## config.mk

```make
export PLATFORM = sky130hd
export DESIGN_NAME = c45_mdio_master
export DESIGN_NICKNAME = d
export VERILOG_FILES = /design/src/rtl/c45_mdio_pkg.sv /design/src/rtl/c45_mdio_clkgen.sv /design/src/rtl/c45_mdio_shifter.sv /design/src/rtl/c45_mdio_seq.sv /design/src/rtl/c45_mdio_master.sv
export SDC_FILE = /design/constraint.sdc
export NUM_CORES = 1
export LEC_CHECK = 0
export BUFFER_PORTS_ARGS = -buffer_cell sky130_fd_sc_hd__buf_2
export CAP_MARGIN = 0
export CORE_MARGIN = 3
export CORE_UTILIZATION = 30
export CTS_CLUSTER_DIAMETER = 150
export DETAILED_ROUTE_END_ITERATION = 16
export PLACE_DENSITY_LB_ADDON = 0.12
export SYNTH_ARGS = -nofsm -noshare
export SYNTH_HDL_FRONTEND = slang
export SYNTH_HIERARCHICAL = 1
export SYNTH_SLANG_ARGS = --single-unit
```

## constraint.sdc

```tcl
create_clock -name clk -period 3.5 [get_ports clk]
set_input_delay 0.175 -clock clk [delete_from_list [all_inputs] [get_ports clk]]
set_output_delay 0.175 -clock clk [all_outputs]
set_load 0.01 [all_outputs]
```

## src/rtl/c45_mdio_pkg.sv

```systemverilog
package c45_mdio_pkg;

  localparam int OFS_MGMT = 'h0;
  localparam int OFS_ADDR = 'h8;
  localparam int OFS_CFG  = 'hC;

  localparam logic [2:0] CMD_WRITE = 3'd5;
  localparam logic [2:0] CMD_READ  = 3'd7;

  localparam logic [1:0] FOP_ADDR  = 2'b00;
  localparam logic [1:0] FOP_WRITE = 2'b01;
  localparam logic [1:0] FOP_READ  = 2'b11;
  localparam logic [1:0] FST_C45   = 2'b00;
  localparam logic [1:0] FTA_DRIVE = 2'b10;

  typedef enum logic [1:0] {SQ_IDLE, SQ_ADDR, SQ_DATA} seq_state_t;

  // Half of the MDC period in system clocks for a divider code.
  function automatic logic [7:0] half_period(input logic [1:0] sel);
    case (sel)
      2'd0:    half_period = 8'd128;
      2'd1:    half_period = 8'd32;
      2'd2:    half_period = 8'd16;
      default: half_period = 8'd4;
    endcase
  endfunction

endpackage

```

## src/rtl/c45_mdio_clkgen.sv

```systemverilog
module c45_mdio_clkgen
  import c45_mdio_pkg::*;
(
  input  logic       clk,
  input  logic       rst_n,
  input  logic       load,
  input  logic       run,
  input  logic [1:0] sel,
  output logic       mdc,
  output logic       rise_tick,
  output logic       bit_tick
);
  localparam int CNT_W = 8;

  logic [CNT_W-1:0] half_q;
  logic [CNT_W-1:0] cnt_q;
  logic             phase_q;
  logic             tick;

  assign tick      = run && (cnt_q == half_q - 8'd1);
  assign mdc       = phase_q;
  assign rise_tick = tick && !phase_q;
  assign bit_tick  = tick && phase_q;

  always_ff @(posedge clk) begin
    if (!rst_n) begin
      half_q  <= half_period(2'd0);
      cnt_q   <= '0;
      phase_q <= 1'b0;
    end else begin
      if (load) half_q <= half_period(sel);
      if (load || !run) begin
        cnt_q   <= '0;
        phase_q <= 1'b0;
      end else if (tick) begin
        cnt_q   <= '0;
        phase_q <= !phase_q;
      end else begin
        cnt_q <= cnt_q + 8'd1;
      end
    end
  end

  logic [CNT_W:0] hi_len_q;
  always_ff @(posedge clk) begin
    if (!rst_n) hi_len_q <= '0;
    else        hi_len_q <= mdc ? hi_len_q + 9'd1 : '0;
  end


  mdc_high_width_chk: assert property (@(posedge clk) disable iff (!rst_n)
    $fell(mdc) |-> hi_len_q == {1'b0, half_q});


  mdc_idle_low_chk: assert property (@(posedge clk) disable iff (!rst_n)
    !run |=> !mdc);

endmodule

```

## src/rtl/c45_mdio_shifter.sv

```systemverilog
module c45_mdio_shifter #(
  parameter int PRE_LEN = 32
) (
  input  logic        clk,
  input  logic        rst_n,
  input  logic        load,
  input  logic [31:0] body,
  input  logic        rd_frame,
  input  logic        rise_tick,
  input  logic        bit_tick,
  input  logic        mdio_i,
  output logic        active,
  output logic        done,
  output logic        mdio_o,
  output logic        mdio_oe,
  output logic [15:0] rdata
);
  localparam int FRAME_BITS = PRE_LEN + 32;
  localparam int IDX_W      = $clog2(FRAME_BITS + 1);
  localparam logic [IDX_W-1:0] IDX_BODY = IDX_W'(PRE_LEN);
  localparam logic [IDX_W-1:0] IDX_TA   = IDX_W'(PRE_LEN + 14);
  localparam logic [IDX_W-1:0] IDX_DATA = IDX_W'(PRE_LEN + 16);
  localparam logic [IDX_W-1:0] IDX_LAST = IDX_W'(FRAME_BITS - 1);

  logic [IDX_W-1:0] idx_q;
  logic [31:0]      body_q;
  logic             rd_q;
  logic             active_q;

  assign active  = active_q;
  assign done    = active_q && bit_tick && (idx_q == IDX_LAST);
  assign mdio_o  = (!active_q || idx_q < IDX_BODY) ? 1'b1 : body_q[31];
  assign mdio_oe = active_q && !(rd_q && idx_q >= IDX_TA);

  always_ff @(posedge clk) begin
    if (!rst_n) begin
      idx_q    <= '0;
      body_q   <= '0;
      rd_q     <= 1'b0;
      active_q <= 1'b0;
      rdata    <= '0;
    end else if (load) begin
      idx_q    <= '0;
      body_q   <= body;
      rd_q     <= rd_frame;
      active_q <= 1'b1;
      rdata    <= '0;
    end else if (active_q) begin
      if (rise_tick && rd_q && idx_q >= IDX_DATA)
        rdata <= {rdata[14:0], mdio_i};
      if (bit_tick) begin
        if (idx_q == IDX_LAST) begin
          active_q <= 1'b0;
        end else begin
          idx_q <= idx_q + 1'b1;
          if (idx_q >= IDX_BODY) body_q <= {body_q[30:0], 1'b0};
        end
      end
    end
  end


  idle_released_chk: assert property (@(posedge clk) disable iff (!rst_n)
    done |=> !mdio_oe || load);

endmodule

```

## src/rtl/c45_mdio_seq.sv

```systemverilog
module c45_mdio_seq
  import c45_mdio_pkg::*;
(
  input  logic        clk,
  input  logic        rst_n,
  input  logic        cmd_wr,
  input  logic [15:0] cmd_data,
  input  logic [4:0]  cmd_prt,
  input  logic [4:0]  cmd_dev,
  input  logic [2:0]  cmd_op,
  input  logic [15:0] reg_addr,
  input  logic        frame_done,
  input  logic [15:0] cap_data,
  output logic        busy,
  output logic        valid,
  output logic        load,
  output logic [31:0] body,
  output logic        rd_frame,
  output logic [15:0] data_q,
  output logic [4:0]  prt_q,
  output logic [4:0]  dev_q,
  output logic [2:0]  op_q
);
  seq_state_t state_q;
  logic       accept;
  logic       is_rd;

  assign accept = cmd_wr && (state_q == SQ_IDLE) &&
                  (cmd_op == CMD_WRITE || cmd_op == CMD_READ);
  assign is_rd  = (op_q == CMD_READ);
  assign busy   = (state_q != SQ_IDLE);

  always_ff @(posedge clk) begin
    if (!rst_n) begin
      state_q  <= SQ_IDLE;
      valid    <= 1'b0;
      load     <= 1'b0;
      body     <= '0;
      rd_frame <= 1'b0;
      data_q   <= '0;
      prt_q    <= '0;
      dev_q    <= '0;
      op_q     <= '0;
    end else begin
      load <= 1'b0;
      case (state_q)
        SQ_IDLE: if (accept) begin
          prt_q    <= cmd_prt;
          dev_q    <= cmd_dev;
          op_q     <= cmd_op;
          data_q   <= cmd_data;
          valid    <= 1'b0;
          load     <= 1'b1;
          rd_frame <= 1'b0;
          body     <= {FST_C45, FOP_ADDR, cmd_prt, cmd_dev, FTA_DRIVE, reg_addr};
          state_q  <= SQ_ADDR;
        end
        SQ_ADDR: if (frame_done) begin
          load     <= 1'b1;
          rd_frame <= is_rd;
          body     <= {FST_C45, is_rd ? FOP_READ : FOP_WRITE, prt_q, dev_q,
                       FTA_DRIVE, is_rd ? 16'h0000 : data_q};
          state_q  <= SQ_DATA;
        end
        SQ_DATA: if (frame_done) begin
          state_q <= SQ_IDLE;
          if (is_rd) begin
            valid  <= 1'b1;
            data_q <= cap_data;
          end
        end
        default: state_q <= SQ_IDLE;
      endcase
    end
  end


  busy_ignore_chk: assert property (@(posedge clk) disable iff (!rst_n)
    busy && cmd_wr |=> $stable(prt_q) && $stable(dev_q) && $stable(op_q));


  valid_clear_chk: assert property (@(posedge clk) disable iff (!rst_n)
    accept |=> !valid);


  busy_hold_chk: assert property (@(posedge clk) disable iff (!rst_n)
    (state_q == SQ_DATA) && !frame_done |=> busy);

endmodule

```

## src/rtl/c45_mdio_master.sv

```systemverilog
module c45_mdio_master
  import c45_mdio_pkg::*;
#(
  parameter int PRE_LEN = 32,
  parameter int REG_AW  = 4
) (
  input  logic              clk,
  input  logic              rst_n,
  input  logic              reg_wr,
  input  logic [REG_AW-1:0] reg_waddr,
  input  logic [31:0]       reg_wdata,
  input  logic [REG_AW-1:0] reg_raddr,
  output logic [31:0]       reg_rdata,
  output logic              mdc,
  output logic              mdio_o,
  output logic              mdio_oe,
  input  logic              mdio_i
);
  localparam logic [REG_AW-1:0] A_MGMT = REG_AW'(OFS_MGMT);
  localparam logic [REG_AW-1:0] A_ADDR = REG_AW'(OFS_ADDR);
  localparam logic [REG_AW-1:0] A_CFG  = REG_AW'(OFS_CFG);

  logic [31:0] cfg_q;
  logic [15:0] addr_q;

  always_ff @(posedge clk) begin
    if (!rst_n) begin
      cfg_q  <= '0;
      addr_q <= '0;
    end else if (reg_wr) begin
      if (reg_waddr == A_CFG)  cfg_q  <= reg_wdata;
      if (reg_waddr == A_ADDR) addr_q <= reg_wdata[15:0];
    end
  end

  logic        busy, valid, load, rd_frame, active, done;
  logic        rise_tick, bit_tick;
  logic [31:0] body;
  logic [15:0] data_q, cap_data;
  logic [4:0]  prt_q, dev_q;
  logic [2:0]  op_q;

  c45_mdio_seq seq_i (
    .clk        (clk),
    .rst_n      (rst_n),
    .cmd_wr     (reg_wr && reg_waddr == A_MGMT),
    .cmd_data   (reg_wdata[15:0]),
    .cmd_prt    (reg_wdata[20:16]),
    .cmd_dev    (reg_wdata[25:21]),
    .cmd_op     (reg_wdata[28:26]),
    .reg_addr   (addr_q),
    .frame_done (done),
    .cap_data   (cap_data),
    .busy       (busy),
    .valid      (valid),
    .load       (load),
    .body       (body),
    .rd_frame   (rd_frame),
    .data_q     (data_q),
    .prt_q      (prt_q),
    .dev_q      (dev_q),
    .op_q       (op_q)
  );

  c45_mdio_clkgen clkgen_i (
    .clk       (clk),
    .rst_n     (rst_n),
    .load      (load),
    .run       (active),
    .sel       (cfg_q[1:0]),
    .mdc       (mdc),
    .rise_tick (rise_tick),
    .bit_tick  (bit_tick)
  );

  c45_mdio_shifter #(.PRE_LEN(PRE_LEN)) shifter_i (
    .clk       (clk),
    .rst_n     (rst_n),
    .load      (load),
    .body      (body),
    .rd_frame  (rd_frame),
    .rise_tick (rise_tick),
    .bit_tick  (bit_tick),
    .mdio_i    (mdio_i),
    .active    (active),
    .done      (done),
    .mdio_o    (mdio_o),
    .mdio_oe   (mdio_oe),
    .rdata     (cap_data)
  );

  always_comb begin
    reg_rdata = '0;
    if (reg_raddr == A_MGMT)
      reg_rdata = {1'b0, busy, valid, op_q, dev_q, prt_q, data_q};
    else if (reg_raddr == A_ADDR)
      reg_rdata = {16'h0000, addr_q};
    else if (reg_raddr == A_CFG)
      reg_rdata = cfg_q;
  end


  pin_stable_high_chk: assert property (@(posedge clk) disable iff (!rst_n)
    mdc && $past(mdc) |-> $stable(mdio_o) && $stable(mdio_oe));

endmodule

```

Word-level counts from Yosys, hierarchy flattened:

Cells that the tools add are included.

* add/subtract/negate cells: 3
* multipliers: 0
* div/mod/pow operators: 0
* order comparisons: 4
* equality and inequality tests: 18
* shift-type cells: 0
* muxes and demuxes: 36
* bitwise operators: 2
* reductions and logical operators: 40

Operators with widths (number)
* $mux 32: 10
* $mux 16: 4
* $pmux 32 s2: 1
* $pmux 16 s2: 1
* $pmux 8 s3: 1
* $ge 7x6->1 const B: 3
* $eq 4x4->1 const B: 4
* $logic_and 1x1->1: 12
* $reduce_bool 2->1: 6
* $mux 1: 11
* $eq 3x3->1 const B: 3
* $reduce_and 3->1: 3
* $add 8x1->8 const B: 1
* $eq 8x8->1: 1
* $logic_not 4->1: 2
* $mux 2: 4
* $reduce_and 2->1: 4
* $reduce_and 4->1: 2
* $sub 8x1->8 const B: 1
* $add 7x1->7 const B: 1
* $eq 7x6->1 const B: 1
* $lt 7x6->1 const B: 1
* $ne 2x2->1 const B: 3
* $pmux 1 s2: 3
* other kinds (10): 20

* flip-flop bits (word level): 188
* bits in latches: 0
* bits in writable memories: 0
* ROM bits: 0
* input port bits: 44
* output and inout bits: 35
* logic and storage cells: 122
* memories kept: 0

Logic depth before layout (Yosys ltp):

Gate-level depths: netlist of the first run.

* depth in word-level cells: 8
* mapped depth: 17
* mapped depth without buffers: 14

Modules after synthesis:

Netlist of the first run, hierarchy kept.

By module, submodules not included
* c45_mdio_seq: instances 1, cells each 299, area an instance 2787.7 um2, sequential area each 1241.2 um2
* c45_mdio_shifter: instances 1, cells each 289, area an instance 2424.8 um2, sequential area each 1141.1 um2
* c45_mdio_master: instances 1, cells each 289, area an instance 2336.0 um2, sequential area each 960.9 um2
* c45_mdio_clkgen: instances 1, cells each 70, area an instance 653.1 um2, sequential area each 260.2 um2

Worst setup path after synthesis of the first run:

OpenSTA, ideal clock, no wires.

* path type: reg2reg
* from: register clkgen_i.half_q[2]
* to: register seq_i.body[10]
* library setup time: 0.087 ns
* arrival time: 3.155 ns
* data required time: 3.413 ns
* slack: 0.258 ns
* stages on the path, launching flop included: 18
* path buffers: 3
* period minus slack after synthesis: 3.242 ns
* cells stage by stage: dfxtp_1 inv_1 ha_1 xor2_1 nand3_1 a2111oi_4 buf_6 and2_1 nand3_1 nor2_1 nand3_1 nor2_1 nand2_1 and2_1 clkbuf_1 a21o_1 buf_2 o31ai_1

* cells in the longest elaborated chain, start to end: 8

RTL lines
* start: declaration: line c45_mdio_clkgen.sv:15 `logic [CNT_W-1:0] half_q;`
* start signal: assignment: line c45_mdio_clkgen.sv:27 `half_q <= half_period(2'd0);`
* start signal: assignment: line c45_mdio_clkgen.sv:31 `if (load) half_q <= half_period(sel);`
* $sub 8x1->8: line c45_mdio_clkgen.sv:20 `assign tick = run && (cnt_q == half_q - 8'd1);`
* $eq 8x8->1: line c45_mdio_clkgen.sv:20
* $logic_and 1x1->1: line c45_mdio_clkgen.sv:20
* $logic_and 1x1->1: line c45_mdio_clkgen.sv:23 `assign bit_tick = tick && phase_q;`
* net bit_tick: line c45_mdio_master.sv:37 `logic rise_tick, bit_tick;`
* $logic_and 1x1->1 (2 in series): line c45_mdio_shifter.sv:31 `assign done = active_q && bit_tick && (idx_q == IDX_LAST);`
* net done: line c45_mdio_master.sv:36 `logic busy, valid, load, rd_frame, active, done;`
* $ne 2x2->1 (no line)
* $reduce_and 3->1 (no line)
* end signal: assignment: line c45_mdio_seq.sv:55 `body <= {FST_C45, FOP_ADDR, cmd_prt, cmd_dev, FTA_DRIVE, reg_addr};`
* end signal: assignment: line c45_mdio_seq.sv:61 `body <= {FST_C45, is_rd ? FOP_READ : FOP_WRITE, prt_q, dev_q,`
* end: declaration: line c45_mdio_seq.sv:17 `output logic [31:0] body,`

The timed path passes the listed nets, and every way through them passes these cells.
A chain may end at the register's enable or synchronous reset.

Worst setup path in the final report of the first run:

* from: register clkgen_i.half_q[2]
* to: register seq_i.body[21]

Same word-level chain as after synthesis.

==> results of run 1 <==
==> power breakdown <==
group	leakage, nW	switching [mW]	internal (mW)	total, mW
logic	2.20	0.120	0.0673	0.187
registers	1.45	0.00745	2.06	2.07
clock network	0.280	0.918	1.01	1.93
total	3.93	1.05	3.14	4.19
==> state kept, by name, summed over array words and instances, names as in the netlist, 4 cells and up <==
| signal | count |
|---|---|
| seq_i/prt_q | 5 |
| clkgen_i/cnt_q | 8 |
| shifter_i/body_q | 32 |
| shifter_i/rdata | 16 |
| seq_i/dev_q | 5 |
| cfg_q | 32 |
| clkgen_i/half_q | 4 |
| shifter_i/idx_q | 7 |
| seq_i/data_q | 16 |
| seq_i/body | 29 |
| addr_q | 16 |
==> cell usage after synthesis, types with 15 or more instances <==
library cell               count  share of area (%)
sky130_fd_sc_hd__dfxtp_1     180                 44
sky130_fd_sc_hd__o21ai_0      68                4.1
sky130_fd_sc_hd__o211ai_1     18                1.6
sky130_fd_sc_hd__mux2i_1      98                 12
sky130_fd_sc_hd__nor2_1       55                2.5
sky130_fd_sc_hd__a22o_1       15                1.6
sky130_fd_sc_hd__o31ai_1      16                1.5
sky130_fd_sc_hd__clkbuf_1     42                1.9
sky130_fd_sc_hd__o211a_1      17                2.1
sky130_fd_sc_hd__nand2_1     184                8.4
sky130_fd_sc_hd__a21oi_1      84                5.1
sky130_fd_sc_hd__buf_2        17                1.0
sky130_fd_sc_hd__a21boi_0     15                1.4
==> worst paths after layout <==
kind	start	end	slack [ns]	cells after the start
setup reg to reg	clkgen_i/half_q[2]	seq_i/body[21]	0.39	15
hold / removal	reg_wdata[20]	cfg_q[20]	0.02	3
setup / recovery	clkgen_i/half_q[2]	seq_i/body[21]	0.39	15
hold reg to reg	shifter_i/body_q[26]	shifter_i/body_q[26]	0.45	2
==> metal layers <==
| metal | wire, um | global-route usage [%] |
|---|---|---|
| met1 | 11300 | 22.0 |
| met4 | 302 | 4.51 |
| met2 | 10100 | 24.4 |
| met3 | 613 | 2.30 |
| met5 | 0 | 0 |
==> metrics by stage <==
stage / instance area [um^2] / instances / setup slack (ns)
2_1_floorplan: 8210 / 949 / 0.258
3_3_place_gp: 8830 / 1306 / 0.168
3_5_place_dp: 8830 / 1306 / 0.153
4_1_cts: 9490 / 1346 / 0.118
5_1_grt: 9510 / 1348 / -0.0126
6_report: 9510 / 1348 / 0.385
==> cells by family (layout without fill, tap and decap cells) <==
logic type / count (synthesis) / count (layout)
other cells: 1 / 3
compound gates: 258 / 258
buf+inv: 89 / 153
fa+ha+maj: 4 / 4
flops: 180 / 180
simple gates: 303 / 303
xor+xnor: 13 / 13
mux: 99 / 99
==> timing repair <==
action / CTS / global route
setup endpoints to repair: 0 / 42
gates resized for setup: 0 / 4
buffers inserted: 0 / 2
hold buffers: 8 / 0
hold endpoints to repair: 9 / 0
==> area by class of cell <==
cell class              instances  area (um^2)  area share, %
well taps                     335          419           4.41
clock buffers                  17          425           4.47
repair buffers                112          693           7.29
multi-input cells             680         4180           43.9
inverters                       9         33.8          0.355
flip-flops and latches        180         3600           37.9
clock inverters                15          160           1.68
==> worst min-delay path, cell delays in order <==
cell,delay [ns]
sky130_fd_sc_hd__buf_2,0.12
sky130_fd_sc_hd__nand2_1,0.05
sky130_fd_sc_hd__mux2i_1,0.05
==> results.md, run 1 <==
* Clk_lat worst skew at 0.44 ns
* Register bit total from synthesis at 180
* Placeable core area at 26,400 um^2
* Number of warnings printed during yosys synthesis at 6
* Max Cap Violations at 0
* Cell at the slowest stage of the critical path: sky130_fd_sc_hd__dfxtp_1
* Total die area at approximately 30,000 um^2
* Slew HR at slightly above 30%
* Top library cells by usage in the layout, fill and taps aside: sky130_fd_sc_hd__nand2_1, sky130_fd_sc_hd__dfxtp_1, sky130_fd_sc_hd__mux2i_1
* Nets at about 1,000
* Fillers at 2,772
* Xor/xnor share of the synthesized area at 1.39%
* Run status: finished, final reports clean
* CTS tree: yes
* Fraction of the mapped netlist area in adder cells at 0.610%
* Gate Count Post-Synth at 947
* Sequential element share of the synthesized area at 43.9%
* Commonest register cell after synthesis: sky130_fd_sc_hd__dfxtp_1
* Most common cell after layout, fill and taps aside: sky130_fd_sc_hd__nand2_1
* Arrival time at the worst endpoint at 3.45 ns
* Endpoint class of the critical path: register
* Initial standard-cell utilization of the core at a little under a third
* Buf/Inv on CP at 2
* CTS Sinks at 180
* Cell Rows at 59
* Max Fclk at 321 MHz
* List of cells traversed by the critical path: inv_1, ha_1, xor2_1, nand3_1, a2111oi_4, and2_2, nand3_1, nor2_2, nand3_1, nor2_2, nand2_1, a21oi_1, buf_4, nor2_1, a311oi_1
* Fin. Hold Viols at 0
* Detailed-route wire length per cell at 16.6 um
* Inserted Clock Buffers at 17
* Number of enable-type register cells in the synthesized netlist at 0
* Port bufs at 78
* Mean instance size in the synthesized netlist at 8.66 um^2
* Number of global-route vias before repair at ~6,400
* Final estimated routing congestion in global placement at 0.728
* Clock root buffer: sky130_fd_sc_hd__clkbuf_16
* Worst stage delay on the critical path at 0.35 ns
* Post-synthesis compound-gate area fraction at 20.2%
* Initial DRC Count at 334
* Post-synth cell types at 55
* Clk pin slew, worst setup/hold paths at 0.08 ns
* Dpl hpwl at 14.7 mm
* Reported leakage power at 3.93 nW
* Share of synthesized area spent on multiplexers at 12.1%
* Final Cycle Share at 89.0%
* Share of final-layout standard cells stronger than drive strength 1 at 15.0%
* Largest family of logic cells by synthesized area: compound AO/OA/AOI/OAI gates
* Endpoints failing setup at 0
* Post-synthesis to final-layout area growth at 16.0%
* Final total negative setup slack at 0 ns
* Post-route total power at 4.19 mW
* Kind of start point of the critical path: register
* Remaining DRCs at 0
* Htree depth at 4
* Classification of the worst setup path: register to register
* Vias/cell at 4.93
* Count of vias placed by the detailed router at around 6,700
* GRT Overall Usage at 15.5%
* N_diodes at 0
* Antenna Violating Nets Remaining at 0
* Crit-path leading delay family: simple AND/OR/NAND/NOR gates
* Final core utilization at 36.0%
* Final Skew at about 0.019 ns
* Number of antenna violations at the first check in global routing at 0
* Crit-path most repeated cell: sky130_fd_sc_hd__nand3_1
* Number of pins with negative max-slew slack in the final report at 0
* Power density relative to cell area at 440 nW/um^2
* Simple-gate area share of the yosys netlist at 16.2%
* Final critical delay including setup and external delays at 3.11 ns
* Critical Path RT at around 3.8 ns
* Die outline width at 171 um
* Total congestion overflow after global routing at 0
* Routed WL at 22.4 mm
* Async SR Flop Fraction at 0%
* Clock Tree Buf Depth at 2
* Number of optimization iterations in the first detailed-route pass at 6
* First-pass GRT wire length at 36.3 mm
* Largest net degree at the start of global routing at 141
* Top-Level Pins at 79
* Post-synthesis instance area at 8200 um^2
* Min Hold Slack at about 0.018 ns
* Transition time at the pin with the least slew margin at 1.04 ns
* Classification of the worst-slack hold path: input port to register
* Critical Path Fanout Max at 24
* Die height at roughly 170 um
* VDD IR-drop max at 289 uV
(Power assumes the default switching activity.)
==> run 2, diff against run 1 <==
--- a/config.mk
+++ b/config.mk
@@ -8,9 +8,11 @@
 export BUFFER_PORTS_ARGS = -buffer_cell sky130_fd_sc_hd__buf_2
 export CAP_MARGIN = 0
 export CORE_MARGIN = 3
-export CORE_UTILIZATION = 30
+export CORE_UTILIZATION = 35
 export CTS_CLUSTER_DIAMETER = 150
+export CTS_CLUSTER_SIZE = 40
 export DETAILED_ROUTE_END_ITERATION = 16
+export GPL_TIMING_DRIVEN = 0
 export PLACE_DENSITY_LB_ADDON = 0.12
 export SYNTH_ARGS = -nofsm -noshare
 export SYNTH_HDL_FRONTEND = slang
==> run 2 against run 1 <==
  * Via count up 3.8%
  * Register-to-register slack worse by 0.17 ns
  * Wire length increased by 6.7%
  * Count of clock-buffer cells in the layout increased by 8
  * Final cell count grew 2.3%
  * Clock power increased by 3%
  * Critical path type unchanged
  * Largest cell class unchanged
==> results.md, run 2 (synthesis results as in run 1) <==
* Largest registers in the final layout: cfg_q x32, shifter_i/body_q x32, seq_i/body x29
* Max Cap Violations at 0 (unchanged)
* Worst-case setup slack after placement at -0.549 ns (-0.701 ns)
* Endpoints failing setup at 0 (unchanged)
* Non-filler cells, final at 1,379 (+2.3%)
* Placed insts at 1,340 (+2.6%)
* Cells on Worst Hold Path at 3 (unchanged)
* Worst reg2reg endpoint: seq_i/data_q[13]
* First-pass GRT wire length at 38.0 mm (+4.9%)
* GRT Overall Usage at 18.7% (+3.3 points)
* Nets at 1,101 (+5.1%)
* Post-synthesis to final-layout area growth at 18.7%
* Final total negative setup slack at 0 ns (unchanged)
* Cell Rows at 55 (-6.8%)
* Launching point of the worst reg2reg path: clkgen_i/half_q[2]
* Worst stage delay on the critical path at 0.34 ns (about the same)
* Cell area after layout at 9730 um^2 (+2.3%)
* Int Pwr at 3.33 mW (+6.1%)
* Die height at 159 um (-7.2%)
* Cell at the slowest stage of the critical path: sky130_fd_sc_hd__dfxtp_2
* Number of antenna violations at the first check in global routing at 0 (unchanged)
* Hold path startpoint: reg_wdata[26]
* Gate power share at 4.8% (+0.3 points)
* RSZ-0062 raised after global routing: no
* Post-placement cell area at 8990 um^2 (+1.9%)
* Clk_lat worst skew at 0.42 ns (-0.02 ns)
* Dpl hpwl at 17.5 mm (+19%)
* Die outline width at 159 um (-7.2%)
* List of cells traversed by the critical path: inv_1, ha_1, xor2_1, nand3_1, a2111oi_4, buf_6, and2_4, nand3_1, nor2_2, nand3_2, nor2_4, buf_4, and3_4, buf_6, buf_4, o21ai_0, o211a_1
* Final Skew at 0.00757 ns (-0.0115 ns)
* Routed WL at 23.9 mm (+6.7%)
* Initial standard-cell utilization of the core at 35.9% (+4.9 points)
* Part of the power in the clock network at 46.8% (+0.6 points)
* Clk pin slew, worst setup/hold paths at 0.07 ns (about the same)
* Number of optimization iterations in the first detailed-route pass at 5 (-1)
* Reported leakage power at 4.03 nW (+2.7%)
* Clock Tree Buf Depth at 2 (unchanged)
* Vias/cell at 5.01 (+1.5%)
* Transition time at the pin with the least slew margin at 1.02 ns (-0.0230 ns)
* Fillers at 2,435 (-12%)
* Fin. Hold Viols at 0 (unchanged)
* Reg2Reg Setup Slack at 0.22 ns (-0.17 ns)
* Initial DRC Count at 384 (+15%)
* Most common cell after layout, fill and taps aside: sky130_fd_sc_hd__nand2_1
* Slew HR at 31.4% (+1.2 points)
* Classification of the worst setup path: register to register
* Arrival time at the worst endpoint at 3.59 ns (+0.14 ns)
* Inserted Clock Buffers at 17 (unchanged)
* Count of vias placed by the detailed router at 6,903 (+3.8%)
* CTS Sinks at 180 (unchanged)
* Number of global-route vias before repair at 6,800 (+6.0%)
* Final critical delay including setup and external delays at 3.28 ns (+0.170 ns)
* VDD IR-drop max at 312 uV (+7.9%)
* Htree depth at 4 (unchanged)
* Placeable core area at 22,800 um^2 (-14%)
* CTS tree: yes
* Critical Path Fanout Max at 10 (-58%)
* Run status: finished, final reports clean
* Top library cells by usage in the layout, fill and taps aside: sky130_fd_sc_hd__nand2_1, sky130_fd_sc_hd__dfxtp_1, sky130_fd_sc_hd__mux2i_1
* Remaining DRCs at 0 (unchanged)
* Power density relative to cell area at 438 nW/um^2 (-0.44%)
* Antenna Violating Nets Remaining at 0 (unchanged)
* Share of final-layout standard cells stronger than drive strength 1 at 15.5% (+0.47 points)
* Depth of the worst register-to-register path at 17 (+2)
* Top-Level Pins at 79 (unchanged)
* Relative contribution of sequential cells to total power at 48.5% (-0.9 points)
* Largest net degree at the start of global routing at 17 (-88%)
* Clock root buffer: sky130_fd_sc_hd__clkbuf_16
* Post-route worst setup slack at 0.215 ns (-0.170 ns)
* Hold EP: cfg_q[26]
* Critical Path RT at 3.81 ns (-0.03 ns)
* Classification of the worst-slack hold path: input port to register
* Sw Ratio at 21.8% (-3.1 points)
* Port bufs at 78 (unchanged)
* Total die area at 25,300 um^2 (-14%)
* N_diodes at 0 (unchanged)
* Max Fclk at 304 MHz (-5.2%)
* Total congestion overflow after global routing at 0 (unchanged)
* Kind of start point of the critical path: register
* Power spent charging and discharging nets at 931 uW (-11%)
* Detailed-route wire length per cell at 17.3 um (+4.3%)
* Endpoint class of the critical path: register
* Final estimated routing congestion in global placement at 0.800 (+10%)
* Final Cycle Share at 93.9% (+4.9 points)
* Post-route total power at 4.26 mW (+1.9%)
* Number of pins with negative max-slew slack in the final report at 0 (unchanged)
run 2: cell types whose count changed in the layout (fill, tap and decap cells not counted), moves of 3 or more:
cell / delta
sky130_fd_sc_hd__dlygate4sd3_1: -3
sky130_fd_sc_hd__buf_4: -12
sky130_fd_sc_hd__buf_1: +4
sky130_fd_sc_hd__clkbuf_1: +43
sky130_fd_sc_hd__clkbuf_8: +4
sky130_fd_sc_hd__inv_6: -6
sky130_fd_sc_hd__buf_6: +9
sky130_fd_sc_hd__buf_2: +16
sky130_fd_sc_hd__inv_8: -3
run 2: worst max-delay path by stage:
stage                       start          endpoint  slack, ns  cells past startpoint
6_report       clkgen_i/half_q[2]  seq_i/data_q[13]       0.22                     17
3_5_place_dp   clkgen_i/half_q[2]    seq_i/body[14]      -0.55                     17
4_1_cts        clkgen_i/half_q[2]    seq_i/body[14]      0.007                     16
5_1_grt        clkgen_i/half_q[2]    seq_i/body[14]     0.0003                     16
3_3_place_gp   clkgen_i/half_q[2]    seq_i/body[14]      -0.60                     17
2_1_floorplan  clkgen_i/half_q[2]    seq_i/body[10]       0.26                     17
run 2: final cells by class:
type | instances | area, um^2 | share of cell area, %
timing repair buffer | 88 | 478 | 4.91
sequential | 180 | 3600 | 37.0
clock buffer | 25 | 495 | 5.09
buffer | 77 | 408 | 4.19
tap | 313 | 392 | 4.02
clock inverter | 7 | 120 | 1.23
multi-input combinational | 680 | 4200 | 43.2
inverter | 9 | 33.8 | 0.347
run 2: per-layer routing:
layer	GRT usage [%]	vias to the layer above	share of wire, %
met5	0	-	0
li1	-	3523	-
met4	4.62	0	0.90
met1	26.0	3244	49
met2	31.0	120	47
met3	2.45	16	3.4
run 2: worst max-delay path: cells and delay by family, from the launching register on:
| kind | cells | cell delay (ns) |
|---|---|---|
| AOI/OAI and AO/OA | 3 | 0.59 |
| xor gates and xnor gates | 1 | 0.15 |
| adders and majority gates | 1 | 0.31 |
| buffers and inverters | 5 | 0.71 |
| DFF | 1 | 0.34 |
| and+or+nand+nor | 7 | 1.06 |
run 2: timing repair:
item,4_1_cts,5_1_grt
pin swaps,2,3
resized for setup,10,13
setup buffers,2,3
endpoints found under the setup margin,45,45
hold buffers,5,0
endpoints found under the hold margin,5,0
cloned,0,0
run 2: per-stage QoR:
step                utilization [%]  hold WS (ns)
floorplan                         -         0.237
global placement               39.4         0.413
detailed placement             39.4         0.423
CTS                            42.4       0.00853
global route                   42.6        0.0287
finish                         42.6        0.0290
run 2: power groups by stage:
stage / registers [mW] / clock network [mW] / logic [mW]
5_1_grt: 2.07 / 2.12 / 0.223
3_5_place_dp: 2.11 / 0 / 0.197
3_3_place_gp: 2.11 / 0 / 0.199
6_report: 2.07 / 1.99 / 0.203
4_1_cts: 2.07 / 2.04 / 0.202
2_1_floorplan: 2.11 / 0 / 0.104
